<file path="src/rtl/orr_pkg.sv">
package orr_pkg;
  // strobes from the control half to the datapath half
  typedef struct packed {
    logic loadOfs;
    logic capture;
  } ctrlStrobeT;

  localparam int ADDR_OFS = 0;
  localparam int ADDR_HI  = 1;
  localparam int ADDR_LO  = 2;
endpackage

</file>
<file path="src/rtl/orr_ctrl.sv">
module orr_ctrl
  import orr_pkg::*;
#(
  parameter int ADDR_W = 2
) (
  input  logic              wrEn,
  input  logic [ADDR_W-1:0] wrAddr,
  input  logic              resInValid,
  output ctrlStrobeT        strobes
);
  // only the offset address is writable; all other addresses are read-only
  always_comb begin
    strobes.loadOfs = wrEn && (wrAddr == ADDR_W'(ADDR_OFS));
    strobes.capture = resInValid;
  end
endmodule

</file>
<file path="src/rtl/orr_datapath.sv">
module orr_datapath
  import orr_pkg::*;
#(
  parameter int IN_W     = 20,
  parameter int OFS_W    = 16,
  parameter int LO_W     = 8,
  parameter int RED_BITS = 8,
  parameter int ADDR_W   = 2
) (
  input  logic              clk,
  input  logic              rstN,
  input  ctrlStrobeT        strobes,
  input  logic [IN_W-1:0]   resIn,
  input  logic              lowRes,
  input  logic [OFS_W-1:0]  wrData,
  input  logic [ADDR_W-1:0] rdAddr,
  output logic [OFS_W-1:0]  rdData,
  output logic [OFS_W-1:0]  ofsQ,
  output logic [OFS_W-1:0]  hiQ,
  output logic [LO_W-1:0]   loQ
);
  localparam int FRAC_W = IN_W - OFS_W;
  localparam int DIFF_W = IN_W + 2;
  localparam int GUARD  = DIFF_W - IN_W + 1;
  localparam logic [IN_W-1:0] POS_LIM = {1'b0, {(IN_W-1){1'b1}}};
  localparam logic [IN_W-1:0] NEG_LIM = {1'b1, {(IN_W-1){1'b0}}};

  logic signed [DIFF_W-1:0] inExt, ofsExt, diff;
  logic [GUARD-1:0]         guardBits;
  logic                     overflow;
  logic [IN_W-1:0]          satVal, keptVal;

  assign inExt  = {{(DIFF_W-IN_W){resIn[IN_W-1]}}, resIn};
  assign ofsExt = {{(DIFF_W-OFS_W-FRAC_W){ofsQ[OFS_W-1]}}, ofsQ, {FRAC_W{1'b0}}};
  assign diff   = inExt - ofsExt;

  // overflow when the bits above the 20-bit sign disagree
  assign guardBits = diff[DIFF_W-1:IN_W-1];
  assign overflow  = !((&guardBits) || !(|guardBits));

  always_comb begin
    if (overflow) satVal = diff[DIFF_W-1] ? NEG_LIM : POS_LIM;
    else          satVal = diff[IN_W-1:0];
  end

  generate
    if (RED_BITS > 0) begin : g_reduce
      localparam logic [IN_W-1:0] RED_MASK = {{(IN_W-RED_BITS){1'b1}}, {RED_BITS{1'b0}}};
      assign keptVal = lowRes ? (satVal & RED_MASK) : satVal;
    end else begin : g_full
      logic unusedMode;
      assign unusedMode = lowRes;
      assign keptVal = satVal;
    end
  endgenerate

  always_ff @(posedge clk or negedge rstN) begin
    if (!rstN) begin
      ofsQ <= '0;
    end else if (strobes.loadOfs) begin
      ofsQ <= wrData;
    end
  end

  // both result registers load on the same edge
  always_ff @(posedge clk or negedge rstN) begin
    if (!rstN) begin
      hiQ <= '0;
      loQ <= '0;
    end else if (strobes.capture) begin
      hiQ <= keptVal[IN_W-1:FRAC_W];
      loQ <= {keptVal[FRAC_W-1:0], {(LO_W-FRAC_W){1'b0}}};
    end
  end

  always_comb begin
    case (rdAddr)
      ADDR_W'(ADDR_OFS): rdData = ofsQ;
      ADDR_W'(ADDR_HI):  rdData = hiQ;
      ADDR_W'(ADDR_LO):  rdData = {{(OFS_W-LO_W){1'b0}}, loQ};
      default:           rdData = '0;
    endcase
  end
endmodule

</file>
<file path="src/rtl/offset_result_regs.sv">
module offset_result_regs
  import orr_pkg::*;
#(
  parameter int IN_W     = 20,
  parameter int OFS_W    = 16,
  parameter int LO_W     = 8,
  parameter int RED_BITS = 8,
  parameter int ADDR_W   = 2
) (
  input  logic              clk,
  input  logic              rstN,
  input  logic              resInValid,
  input  logic [IN_W-1:0]   resIn,
  input  logic              lowRes,
  input  logic              wrEn,
  input  logic [ADDR_W-1:0] wrAddr,
  input  logic [OFS_W-1:0]  wrData,
  input  logic [ADDR_W-1:0] rdAddr,
  output logic [OFS_W-1:0]  rdData
);
  ctrlStrobeT        strobes;
  logic [OFS_W-1:0]  ofsReg;
  logic [OFS_W-1:0]  hiReg;
  logic [LO_W-1:0]   loReg;

  orr_ctrl #(.ADDR_W(ADDR_W)) u_ctrl (
    .wrEn       (wrEn),
    .wrAddr     (wrAddr),
    .resInValid (resInValid),
    .strobes    (strobes)
  );

  orr_datapath #(
    .IN_W(IN_W), .OFS_W(OFS_W), .LO_W(LO_W), .RED_BITS(RED_BITS), .ADDR_W(ADDR_W)
  ) u_dp (
    .clk     (clk),
    .rstN    (rstN),
    .strobes (strobes),
    .resIn   (resIn),
    .lowRes  (lowRes),
    .wrData  (wrData),
    .rdAddr  (rdAddr),
    .rdData  (rdData),
    .ofsQ    (ofsReg),
    .hiQ     (hiReg),
    .loQ     (loReg)
  );
endmodule

</file>
<file path="config.mk">
export PLATFORM = sky130hd
export DESIGN_NAME = offset_result_regs
export DESIGN_NICKNAME = d
export VERILOG_FILES = /design/src/rtl/orr_pkg.sv /design/src/rtl/orr_ctrl.sv /design/src/rtl/orr_datapath.sv /design/src/rtl/offset_result_regs.sv
export SDC_FILE = /design/constraint.sdc
export NUM_CORES = 1
export LEC_CHECK = 0
export ABC_AREA = 1
export BUFFER_PORTS_ARGS = -buffer_cell sky130_fd_sc_hd__buf_2
export CORE_MARGIN = 3
export CORE_UTILIZATION = 55
export DETAILED_ROUTE_END_ITERATION = 8
export HOLD_SLACK_MARGIN = 0.08
export PLACE_DENSITY_LB_ADDON = 0.15
export SYNTH_ARGS = -nofsm -noshare
export SYNTH_HDL_FRONTEND = slang
export SYNTH_HIERARCHICAL = 1
export SYNTH_SLANG_ARGS = --single-unit
</file>
<file path="constraint.sdc">
create_clock -name clk -period 2.4 [get_ports clk]
set_input_delay 0.48 -clock clk [delete_from_list [all_inputs] [get_ports clk]]
set_output_delay 0.48 -clock clk [all_outputs]
set_load 0.05 [all_outputs]
</file>
==> results.md <==
- Status: finished clean
- CTS root buffer: clkbuf_8
- Remaining global-route overflow: 0
- GRT Util Overall: 24.0%
- Power share of the clock group: 18.1%
- Initial antenna violation count: 0
- Peak supply drop: 0.000343 V
- Routed len/inst: 12.8 µm
- Mapped Area: 2730 µm²
- Endpoint class of the critical path: flip-flop
- Fillers: 452
- Clock skew: 0.00316 ns
- Final Hold Fails: 0
- Pins over their slew limit: 0
- Least-Margin Pin Slew: 0.807 ns
- CTS Sinks: 36
- Final non-filler cell total: 512
- Vias in the first global route: 2,390
- Logic pwr share: 49.7%
- WS Path Type: flip-flop to flip-flop
- Final Cycle Share: 89.1%
- Critical-path cell list: ha_1 > fa_1 > inv_1 > nand2_1 > nand2_2 > nand3_1 > nand2_2 > nand2_2 > nand3_1 > nand2_2 > a21oi_2 > buf_12 > a21oi_1
- Final Util: 67.0%
- Die width: 76.5 µm
- First-pass GRT wire length: 11,200 µm
- CP max FO: 11
- CTS max path bufs: 2
- Reg clk slew, reported paths: 0.07 ns
- Largest net degree at the start of global routing: 37
- Area grow syn2layout: 16.5%
- Setup crit start: u_dp/ofsQ[0]$_DFFE_PN0P_
- RSZ-0062 raised after global routing: no
- TritonCTS Buffers: 5
- Sw frac: 44.6%
- # H-tree levels: 2
- Yosys warnings: 6
- Num rows: 25
- PD cells: 829 nW/µm²
- Dpl cells: 505
- Die Y-Extent: 76.5 µm
- 1st-iter DRT viols: 165
- Hold_buf cts: 0
- First-pass iteration count of the detailed router: 5
- Tmin final: 2.14 ns
- Synthesized Nets: 446
- Residual DRC: 0
- Worst Path Required: 2.58 ns
- NetSw: 1.18 mW
- Most used cell, CP: nand2_2
- Num ports: 61
- Critical Path Max Stage Delay: 0.40 ns
- Post-CTS setup buffers: 0
- Slew headroom: 46.2%
- Seq pwr share: 32.2%
- Reg2reg setup slack: 0.26 ns
- Antenna diodes: 0
- Internal: 1.46 mW
- Hold WS: 0.270 ns
- Nets: 507
- Worst EP arrival: 2.32 ns
- Vias per cell: 4.98
- Mean Syn Cell Area: 7.12 µm²
- Cts repair resizes: 0
- Core area: 4750 µm²
- Crit start category: flip-flop
- Worst hold path type: input port to async pin
- Initial Util: 57.5%
- Layout cell share with drive strength beyond 1: 27.0%
- Vias: 2,551
- Final setup viols: 0
- DP Wirelength: 5070 µm
- CTS tree: yes
- # Max-Cap Violations: 0
- Clock Latency Late Sink: 0.29 ns
- Fmax: 468 MHz
- Final wirelength: 6530 µm
- Total die area: 5850 µm²
- Setup TNS: 0 ns
- Mapped Cells: 384
- Antenna Nets Post-Route: 0
- Placer's final routability congestion estimate: 0.872
- I/O Buffers: 60
- Slowest cell on the critical path: fa_1
- P_leak: 1.74 nW
- Worst r2r src: u_dp/ofsQ[0]$_DFFE_PN0P_
==> sequential cells by signal (all words and copies together), names as in the netlist <==
signal     cells
u_dp/ofsQ     16
u_dp/loQ       4
u_dp/hiQ      16
==> final timing paths <==
path | endpoint | cells after the start
setup / recovery | u_dp/hiQ[12]$_DFFE_PN0P_ | 13
hold / removal | u_dp/ofsQ[0]$_DFFE_PN0P_ | 1
setup reg to reg | u_dp/hiQ[12]$_DFFE_PN0P_ | 13
hold reg to reg | u_dp/hiQ[0]$_DFFE_PN0P_ | 2
max in group asynchronous | u_dp/hiQ[12]$_DFFE_PN0P_ | 1
min in group clk | u_dp/ofsQ[14]$_DFFE_PN0P_ | 3
==> worst max-delay path: cells and delay by family, from the launching register on <==
kind | cells | cell delay (ns)
simple gates | 7 | 0.53
compound gates | 2 | 0.25
buf+inv | 2 | 0.23
flops | 1 | 0.39
fa+ha+maj | 2 | 0.62
==> per-stage QoR <==
stage          area (µm²)  power, mW  setup slack (ns)
4_1_cts              3190       2.65             0.259
5_1_grt              3190       2.84            0.0845
2_1_floorplan        2730       1.88          -0.00140
3_3_place_gp         3090       2.14            0.0834
3_5_place_dp         3090       2.17            0.0617
6_report             3190       2.64             0.262
==> cells in the final DEF, fill, tap and decap left out, types with 16 or more instances in the layout <==
cell,instances
inv_1,48
nand2_1,122
o21ai_0,29
a21oi_2,16
ha_1,16
nand2_2,20
dfrtp_1,36
nor2_1,23
buf_2,60
nand3_1,24
==> power by group through the flow <==
| stage | clock network (mW) | registers, mW | logic, mW |
|---|---|---|---|
| floorplan | 0 | 0.839 | 1.04 |
| global placement | 0 | 0.855 | 1.28 |
| detailed placement | 0 | 0.863 | 1.30 |
| CTS | 0.485 | 0.851 | 1.31 |
| global route | 0.512 | 0.866 | 1.47 |
| finish | 0.478 | 0.850 | 1.31 |
==> final cells by class <==
class | instances | area, µm² | area share (%)
Multi-Input combinational cell | 284 | 1560 | 48.9
Sequential cell | 36 | 901 | 28.3
Timing Repair Buffer | 64 | 343 | 10.8
Inverter | 54 | 203 | 6.36
Clock buffer | 7 | 96.3 | 3.02
Tap cell | 67 | 83.8 | 2.63
==> routing by layer <==
metal  vias to the layer above  global-route usage [%]  routed length (µm)
li1                       1324                       -                   -
met1                      1154                    35.0                3220
met2                        68                    36.6                2870
met3                         5                    4.26                 361
met4                         0                    6.52                  73
met5                         -                       0                   0
Note: power is estimated with default switching activity, not from simulation.
